==> config.mk <==
export PLATFORM = sky130hd
export DESIGN_NAME = burst_block_loader
export DESIGN_NICKNAME = d
export VERILOG_FILES = /design/src/rtl/ldr_pkg.sv /design/src/rtl/ldr_ctrl.sv /design/src/rtl/ldr_datapath.sv /design/src/rtl/burst_block_loader.sv
export SDC_FILE = /design/constraint.sdc
export NUM_CORES = 1
export LEC_CHECK = 0
export ABC_AREA = 1
export BUFFER_PORTS_ARGS = -buffer_cell sky130_fd_sc_hd__clkbuf_2
export CAP_MARGIN = 5
export CELL_PAD_IN_SITES_DETAIL_PLACEMENT = 0
export CELL_PAD_IN_SITES_GLOBAL_PLACEMENT = 1
export CORE_ASPECT_RATIO = 0.8
export CORE_MARGIN = 3
export CORE_UTILIZATION = 37
export DETAILED_ROUTE_END_ITERATION = 10
export PLACE_DENSITY = 0.86
export SKIP_CTS_REPAIR_TIMING = 1
export SLEW_MARGIN = 10
export SYNTH_ARGS = -nofsm -noshare
export SYNTH_HDL_FRONTEND = slang
export SYNTH_HIERARCHICAL = 1
export SYNTH_SLANG_ARGS = --single-unit
export TNS_END_PERCENT = 5
==> constraint.sdc <==
create_clock -name clk -period 1.65 [get_ports clk]
set_input_delay 0.165 -clock clk [delete_from_list [all_inputs] [get_ports clk]]
set_output_delay 0.165 -clock clk [all_outputs]
set_load 0.02 [all_outputs]
==> src/rtl/ldr_pkg.sv <==
package ldr_pkg;

  typedef struct packed {
    logic clear;
    logic accept;
    logic step;
  } ldrStrobe_t;

  typedef enum logic [2:0] {
    ST_FRESH  = 3'd0,
    ST_WINDOW = 3'd1,
    ST_LOCKED = 3'd2,
    ST_LOAD   = 3'd3,
    ST_WAIT   = 3'd4
  } ldrState_t;

endpackage

==> src/rtl/ldr_ctrl.sv <==
module ldr_ctrl
  import ldr_pkg::*;
(
  input  logic       clk,
  input  logic       rstN,
  input  logic       clr,
  input  logic       blockStart,
  input  logic       xformDone,
  input  logic       lastSample,
  output ldrStrobe_t strobe,
  output logic       loading,
  output logic       busy,
  output logic       protoErr
);

  ldrState_t state, stateNext;
  logic      accept;
  logic      errSet;

  // A start is honoured only while armed after reset/clear or in the one-cycle window
  assign accept = blockStart && !clr &&
                  ((state == ST_FRESH) || (state == ST_WINDOW));
  // A start during the hold phase or after a missed window is a protocol error
  assign errSet = blockStart && !clr &&
                  ((state == ST_WAIT) || (state == ST_LOCKED));

  always_comb begin
    stateNext = state;
    unique case (state)
      ST_FRESH:  if (accept) stateNext = ST_LOAD;
      ST_WINDOW: stateNext = accept ? ST_LOAD : ST_LOCKED;
      ST_LOCKED: stateNext = ST_LOCKED;
      ST_LOAD:   if (lastSample) stateNext = ST_WAIT;
      ST_WAIT:   if (xformDone) stateNext = ST_WINDOW;
      default:   stateNext = ST_FRESH;
    endcase
    if (clr) stateNext = ST_FRESH;
  end

  always_ff @(posedge clk or negedge rstN) begin
    if (!rstN) begin
      state    <= ST_FRESH;
      protoErr <= 1'b0;
    end else begin
      state <= stateNext;
      if (clr)         protoErr <= 1'b0;
      else if (errSet) protoErr <= 1'b1;
    end
  end

  assign loading = (state == ST_LOAD);
  assign busy    = (state == ST_LOAD) || (state == ST_WAIT);

  assign strobe.clear  = clr;
  assign strobe.accept = accept;
  assign strobe.step   = loading && !clr;

  a_r2_start_raises_loading: assert property (@(posedge clk) disable iff (!rstN)
    accept |=> loading);
  a_r4_busy_covers_loading: assert property (@(posedge clk) disable iff (!rstN)
    loading |-> busy);
  a_r5_done_releases: assert property (@(posedge clk) disable iff (!rstN)
    (busy && !loading && xformDone && !clr) |=> !busy);
  a_r7_error_sticky: assert property (@(posedge clk) disable iff (!rstN)
    (protoErr && !clr) |=> protoErr);
  a_r3_no_error_in_burst: assert property (@(posedge clk) disable iff (!rstN)
    (loading && !protoErr && !clr) |=> !protoErr);
  a_r8_clear_drops_status: assert property (@(posedge clk) disable iff (!rstN)
    clr |=> (!loading && !busy && !protoErr));

endmodule

==> src/rtl/ldr_datapath.sv <==
module ldr_datapath
  import ldr_pkg::*;
#(
  parameter int SMALL_LOG2 = 11,
  parameter int LARGE_LOG2 = 13,
  parameter int SAMPLE_W   = 16,
  localparam int ADDR_W    = LARGE_LOG2,
  localparam int WORD_W    = 2 * SAMPLE_W
) (
  input  logic                clk,
  input  logic                rstN,
  input  ldrStrobe_t          strobe,
  input  logic                sizeSel,
  input  logic [SAMPLE_W-1:0] inRe,
  input  logic [SAMPLE_W-1:0] inIm,
  output logic                lastSample,
  output logic                wrEn,
  output logic [ADDR_W-1:0]   wrAddr,
  output logic [WORD_W-1:0]   wrData
);

  localparam logic [ADDR_W-1:0] SMALL_LAST = ADDR_W'((1 << SMALL_LOG2) - 1);
  localparam logic [ADDR_W-1:0] LARGE_LAST = {ADDR_W{1'b1}};

  logic              sizeLarge;
  logic [ADDR_W-1:0] cnt;
  logic [ADDR_W-1:0] lastIdx;

  assign lastIdx    = sizeLarge ? LARGE_LAST : SMALL_LAST;
  assign lastSample = (cnt == lastIdx);

  // Size select and sample counter
  always_ff @(posedge clk or negedge rstN) begin
    if (!rstN) begin
      sizeLarge <= 1'b0;
      cnt       <= '0;
    end else if (strobe.clear) begin
      sizeLarge <= sizeSel;
      cnt       <= '0;
    end else if (strobe.accept) begin
      cnt <= {{(ADDR_W-1){1'b0}}, 1'b1};
    end else if (strobe.step) begin
      cnt <= lastSample ? '0 : cnt + 1'b1;
    end
  end

  // Registered buffer write port
  always_ff @(posedge clk or negedge rstN) begin
    if (!rstN) begin
      wrEn   <= 1'b0;
      wrAddr <= '0;
      wrData <= '0;
    end else if (strobe.clear) begin
      wrEn   <= 1'b0;
      wrAddr <= '0;
    end else begin
      wrEn   <= strobe.accept || strobe.step;
      wrAddr <= strobe.accept ? '0 : cnt;
      if (strobe.accept || strobe.step) wrData <= {inRe, inIm};
    end
  end

  a_r1_first_at_zero: assert property (@(posedge clk) disable iff (!rstN)
    strobe.accept |=> (wrEn && wrAddr == '0));
  a_r1_addr_follows_count: assert property (@(posedge clk) disable iff (!rstN)
    strobe.step |=> (wrEn && wrAddr == $past(cnt)));
  a_r8_clear_quiets_port: assert property (@(posedge clk) disable iff (!rstN)
    strobe.clear |=> (!wrEn && cnt == '0));
  a_r10_count_in_range: assert property (@(posedge clk) disable iff (!rstN)
    strobe.step |-> (cnt <= lastIdx));

endmodule

==> src/rtl/burst_block_loader.sv <==
module burst_block_loader
  import ldr_pkg::*;
#(
  parameter int SMALL_LOG2 = 11,
  parameter int LARGE_LOG2 = 13,
  parameter int SAMPLE_W   = 16,
  localparam int ADDR_W    = LARGE_LOG2,
  localparam int WORD_W    = 2 * SAMPLE_W
) (
  input  logic                clk,
  input  logic                rstN,
  input  logic                clr,
  input  logic                sizeSel,
  input  logic [SAMPLE_W-1:0] inRe,
  input  logic [SAMPLE_W-1:0] inIm,
  input  logic                blockStart,
  input  logic                xformDone,
  output logic                loading,
  output logic                busy,
  output logic                protoErr,
  output logic                wrEn,
  output logic [ADDR_W-1:0]   wrAddr,
  output logic [WORD_W-1:0]   wrData
);

  ldrStrobe_t strobe;
  logic       lastSample;

  ldr_ctrl u_ctrl (
    .clk        (clk),
    .rstN       (rstN),
    .clr        (clr),
    .blockStart (blockStart),
    .xformDone  (xformDone),
    .lastSample (lastSample),
    .strobe     (strobe),
    .loading    (loading),
    .busy       (busy),
    .protoErr   (protoErr)
  );

  ldr_datapath #(
    .SMALL_LOG2 (SMALL_LOG2),
    .LARGE_LOG2 (LARGE_LOG2),
    .SAMPLE_W   (SAMPLE_W)
  ) u_dp (
    .clk        (clk),
    .rstN       (rstN),
    .strobe     (strobe),
    .sizeSel    (sizeSel),
    .inRe       (inRe),
    .inIm       (inIm),
    .lastSample (lastSample),
    .wrEn       (wrEn),
    .wrAddr     (wrAddr),
    .wrData     (wrData)
  );

endmodule

==> results of run 1 <==
layer usage:
layer,up-vias,wire (um)
met2,65,2800
met3,6,458
met5,-,0
met1,1076,3100
met4,0,75
li1,1226,-
report_power, final:
group          switching (mW)  leakage, nW  total (mW)  internal [mW]
sequential              0.231        0.839        2.19           1.96
clock                   0.643        0.119        1.65           1.01
combinational            1.02         1.11        1.53          0.514
cells in the mapped netlist:
cell and number:
nand2_1 150, nand3_1 12, xnor2_1 1, clkinv_1 1
inv_2 1, dfrtp_1 64, nor2_1 32, nand3b_1 1
o21ai_1 1, buf_2 7, inv_1 29, nor2_4 2
o21ai_0 3, buf_4 2, xor2_1 4, ha_1 1
o21bai_2 1, o22ai_1 4, o211ai_1 1, nand2_4 2
nand2_2 4, or2_1 2, or2_2 1, nand4_1 6
nor2_2 3, nand3_4 1, nor3_4 1
registers in the layout, summed over array words and instances (netlist names):
register,cells
u_dp/wrEn,1
u_dp/wrAddr,13
u_dp/wrData,32
u_ctrl/protoErr,1
u_ctrl/state,3
u_dp/cnt,13
u_dp/sizeLarge,1
per-stage QoR:
step                      hold WS [ps]  setup TNS, ps
after floorplan                   -131              0
after global placement             204              0
after detailed placement           204              0
after CTS                         -168          -77.1
after global routing              4.20         -0.775
final                             14.1              0
path summary, 6_finish.rpt:
check / slack (ps) / to / startpoint / cells after the start
hold / removal: 10 / u_dp/wrData[26] / inRe[10] / 3
setup reg to reg: 140 / u_dp/wrData[15] / u_ctrl/state[1] / 9
setup / recovery: 110 / busy / u_ctrl/state[1] / 5
max in group asynchronous: 1010 / u_dp/wrData[8] / rstN / 3
min in group asynchronous: 380 / u_dp/wrAddr[10] / rstN / 3
hold reg to reg: 480 / u_dp/wrData[18] / u_dp/wrData[18] / 2
layout make-up:
class	instances	area, um2
Tap cell	101	126
Timing Repair Buffer	96	520
Inverter	31	119
Clock inverter	7	120
Multi-Input combinational cell	233	1050
Sequential cell	64	1600
Fill cell	710	3470
Clock buffer	9	124
cell usage in the layout (no fill, tap or decap), drive strengths merged:
cell type / n
o21ai: 4
nor2: 37
xnor2: 1
nand2: 156
o21bai: 1
dfrtp: 64
nand3: 13
clkbuf: 94
nand4: 6
or2: 3
ha: 1
clkinvlp: 1
o211ai: 1
buf: 10
clkinv: 4
xor2: 4
bufinv: 3
dlygate4sd3: 1
nand3b: 1
o22ai: 4
inv: 30
nor3: 1
cells by family after synthesis:
logic type / count (synthesis)
AND/OR/NAND/NOR: 217
buffers and inverters: 40
adder cells (fa/ha/maj): 1
AO/OA/AOI/OAI: 10
flip-flops: 64
XOR/XNOR: 5
critical path: cells and delay by family (launching register included):
kind | cells | cell delay [ps]
simple gates | 3 | 400
buf+inv | 2 | 230
flops | 1 | 410
==> results.json, run 1 <==
{
  "cts_tree": "done",
  "grt_overflow": 0,
  "grtUsageMet2": 0.248,
  "post-place-ws_ps": 4.18,
  "max-vdd-ir-drop_v": 0.000827,
  "post_dp_cell_area_um2": 3400,
  "place_inst": 524,
  "crit_chain": "inv_1 -> nand2_1 -> nor2_1 -> or2_2 -> clkbuf_2",
  "syn_nets": 376,
  "cts_root_buffer": "clkbuf_8",
  "setup_viol": 0,
  "yosys.area.top_type": "dfrtp_1",
  "max_freq_ghz": 0.649,
  "numCtsBuffers": 9,
  "coreArea_um2": 7130,
  "clk_latency_ps": 330,
  "period_minus_slack_ps": 1540,
  "synth_xor_area_frac": 0.0155,
  "viasPerCell": 4.39,
  "yosys_warnings": 6,
  "synth_compound_area_frac": 0.0226,
  "rsz0062_at_grt": "yes",
  "synth_area_um2": 2820,
  "synth-seq-area-share": 0.568,
  "dieArea_um2": 8710,
  "hold_viol": 0,
  "synth_top_area_share": 0.568,
  "worst_path_max_delay_cell": "dfrtp_1",
  "grt_pass1_vias": 2467,
  "maxSlewHeadroom": 0.775,
  "synth_area_leaders": "dfrtp_1, nand2_1, nor2_1",
  "drtIter0Drc": 87,
  "grt_pass1_wl_um": 11400,
  "synth-seq-cells": 64,
  "ios": 87,
  "area_delta_synth_final_pct": 29.9,
  "path_clk_slew_ps": 80,
  "critPathKind": "reg -> out",
  "synth_mux_area_frac": 0,
  "min_period_over_period": 0.934,
  "clk_path_buf_depth": 2,
  "cap_violations": 0,
  "port_buffers": 86,
  "drtPass1Iterations": 4,
  "drtAntennaViolNets": 0,
  "power_leakage_nw": 2.06,
  "postLayoutCellArea_um2": 3660,
  "dieHeight_um": 84.1,
  "antenna_found_initial": 0,
  "fin_util": 0.514,
  "rows": 27,
  "dpl.hpwl_um": 4610,
  "worst_slew_pin_slew_ps": 338,
  "grt_use_total": 0.161,
  "fin_ws_ps": 109,
  "grt_max_degree": 65,
  "grt.busiest_layer": "met2",
  "met1_usage": 0.210,
  "diodes": 0,
  "synth_cells": 337,
  "wl_um": 6430,
  "syn_avg_cell_area_um2": 8.36,
  "p_per_area_nw_per_um2": 1470,
  "startpoint_type": "register",
  "endpoint_kind": "output port",
  "synthAdderAreaFrac": 0.00444,
  "vias": 2373,
  "htreeDepth": 3,
  "critical_path.max_fanout": 4,
  "max_stage_delay_ps": 410,
  "p_total_mw": 5.37,
  "initial_core_util": 0.395,
  "yosys.area_share.simple": 0.330,
  "wl_per_cell_um": 11.9,
  "yosysUniqueCellTypes": 27,
  "use_met3": 0.0580,
  "final_layout_size_suffix_gt1_frac": 0.289,
  "cts_sinks": 64,
  "globalplace.congestion": 0.858,
  "nets": 474,
  "hold_path_class": "in -> reg",
  "finClkSkew_ps": 6.22,
  "die_w_um": 104,
  "cp_data_required_time_ps": 1480,
  "synth_top_family_by_area": "simple AND/OR/NAND/NOR gates",
  "worstPathArrival_ps": 1380,
  "slew_viol_final": 0,
  "fin_cells": 541,
  "drc": 0,
  "status": "finished clean"
}
No activity file was read; power rests on OpenSTA's default activity.
==> run 2: changes to the inputs <==
--- a/config.mk
+++ b/config.mk
@@ -10,7 +10,7 @@
 export CAP_MARGIN = 5
 export CELL_PAD_IN_SITES_DETAIL_PLACEMENT = 0
 export CELL_PAD_IN_SITES_GLOBAL_PLACEMENT = 1
-export CORE_ASPECT_RATIO = 0.8
+export CORE_ASPECT_RATIO = 1.4
 export CORE_MARGIN = 3
 export CORE_UTILIZATION = 37
 export DETAILED_ROUTE_END_ITERATION = 10
==> results.json, run 2 (synthesized netlist as in run 1, its figures left out) <==
{
  "dieHeight_um": 109,
  "r2r-start": "u_ctrl/state[1]",
  "grt_pass1_wl_um": 10600,
  "wl_per_cell_um": 12.1,
  "antenna_found_initial": 0,
  "startpoint_type": "register",
  "largest_reg_flops": 32,
  "coreArea_um2": 7360,
  "fin_util": 0.495,
  "postLayoutCellArea_um2": 3650,
  "r2r_cells": 9,
  "worstPathArrival_ps": 1390,
  "power_leakage_nw": 2.07,
  "max-vdd-ir-drop_v": 0.000638,
  "diodes": 0,
  "port_buffers": 86,
  "grt_max_degree": 65,
  "cts_sinks": 64,
  "cap_violations": 0,
  "ios": 87,
  "slew_viol_final": 0,
  "grt_overflow": 0,
  "max_freq_ghz": 0.645,
  "nets": 476,
  "clk_path_buf_depth": 2,
  "critical_path.max_fanout": 4,
  "dieArea_um2": 8710,
  "area_delta_synth_final_pct": 29.4,
  "p_per_area_nw_per_um2": 1410,
  "r2r-end": "u_dp/cnt[0]",
  "min_period_over_period": 0.940,
  "crit_chain": "inv_1 -> nand2_1 -> nor2_1 -> or2_2 -> clkbuf_2",
  "path_clk_slew_ps": 70,
  "worst_path_max_delay_cell": "dfrtp_1",
  "final_common_cell": "nand2_1",
  "rsz0062_at_grt": "yes",
  "setup_viol": 0,
  "top_register": "u_dp/wrData",
  "clk_latency_ps": 330,
  "crit_start": "u_ctrl/state[1]",
  "dpl.hpwl_um": 4640,
  "grt_pass1_vias": 2362,
  "cts_tree": "done",
  "cts_root_buffer": "clkbuf_8",
  "reg_top3": "u_dp/wrData x32, u_dp/cnt x13, u_dp/wrAddr x13",
  "wl_um": 6510,
  "fin_ws_ps": 98.7,
  "max_stage_delay_ps": 420,
  "period_minus_slack_ps": 1550,
  "grt_use_total": 0.159,
  "worst_slew_pin_slew_ps": 338,
  "layout_common_cells": "nand2_1, clkbuf_2, dfrtp_1, nor2_1, inv_1",
  "rows": 37,
  "regToRegSetupSlack_ps": 100,
  "status": "finished clean",
  "htreeDepth": 3,
  "fin_hold_ws_ps": 23.3,
  "globalplace.congestion": 0.812,
  "drtPass1Iterations": 5,
  "final_layout_size_suffix_gt1_frac": 0.292,
  "vias": 2423,
  "hold_viol": 0,
  "viasPerCell": 4.50,
  "die_w_um": 79.8,
  "initial_core_util": 0.383,
  "endpoint_kind": "output port",
  "cp-endpoint": "busy",
  "maxSlewHeadroom": 0.775,
  "finClkSkew_ps": 3.97,
  "critPathKind": "reg -> out",
  "cp_data_required_time_ps": 1480,
  "drc": 0,
  "post_dp_cell_area_um2": 3410,
  "drtAntennaViolNets": 0,
  "hold_path_class": "in -> reg",
  "drtIter0Drc": 115,
  "numCtsBuffers": 9,
  "post-place-ws_ps": -41.8
}
[run 2: worst min-delay path by stage]
| stage | slack, ps | endpoint | cells past startpoint | startpoint |
|---|---|---|---|---|
| 6_report | 20 | u_dp/wrData[17] | 3 | inRe[1] |
| 5_1_grt | 10 | u_dp/wrData[15] | 3 | inIm[15] |
| 3_3_place_gp | 200 | u_dp/wrAddr[1] | 2 | rstN |
| 2_1_floorplan | -130 | u_ctrl/protoErr | 0 | rstN |
| 3_5_place_dp | 220 | u_dp/wrAddr[1] | 2 | rstN |
| 4_1_cts | -150 | u_dp/cnt[4] | 2 | rstN |
[run 2: power breakdown]
part	leakage, nW	switching [mW]	internal [mW]
Clock	0.113	0.584	0.862
Sequential	0.839	0.225	1.96
Combinational	1.11	1.01	0.516
Total	2.07	1.82	3.34
[run 2: routing by layer]
metal,share of wire,vias up,wire length (um),track usage
met2,0.49,69,3170,0.253
met4,0.030,0,195,0.0954
li1,-,1229,-,-
met5,0,-,0,0
met3,0.048,13,312,0.0347
met1,0.44,1112,2830,0.195
[run 2: layout make-up]
cell class / count / area (um2)
clock buffer: 14 / 183
clock inverter: 2 / 35.0
fill: 743 / 3710
inverter: 31 / 119
multi-input combinational: 233 / 1050
sequential: 64 / 1600
tap: 97 / 121
timing repair buffer: 98 / 536
[run 2: critical path: cells and delay by family (launching register included)]
kind                   cells  cell delay, ps
flip-flops                 1             420
AND/OR/NAND/NOR            3             400
buffers and inverters      2             230
[run 2: metrics by stage]
step / power [mW] / std cells / TNS, ps
floorplan: 3.13 / 337 / 0
global placement: 3.72 / 522 / 0
detailed placement: 3.75 / 522 / -41.8
CTS: 5.21 / 538 / -73.7
global route: 5.48 / 539 / -189
finish: 5.15 / 539 / 0
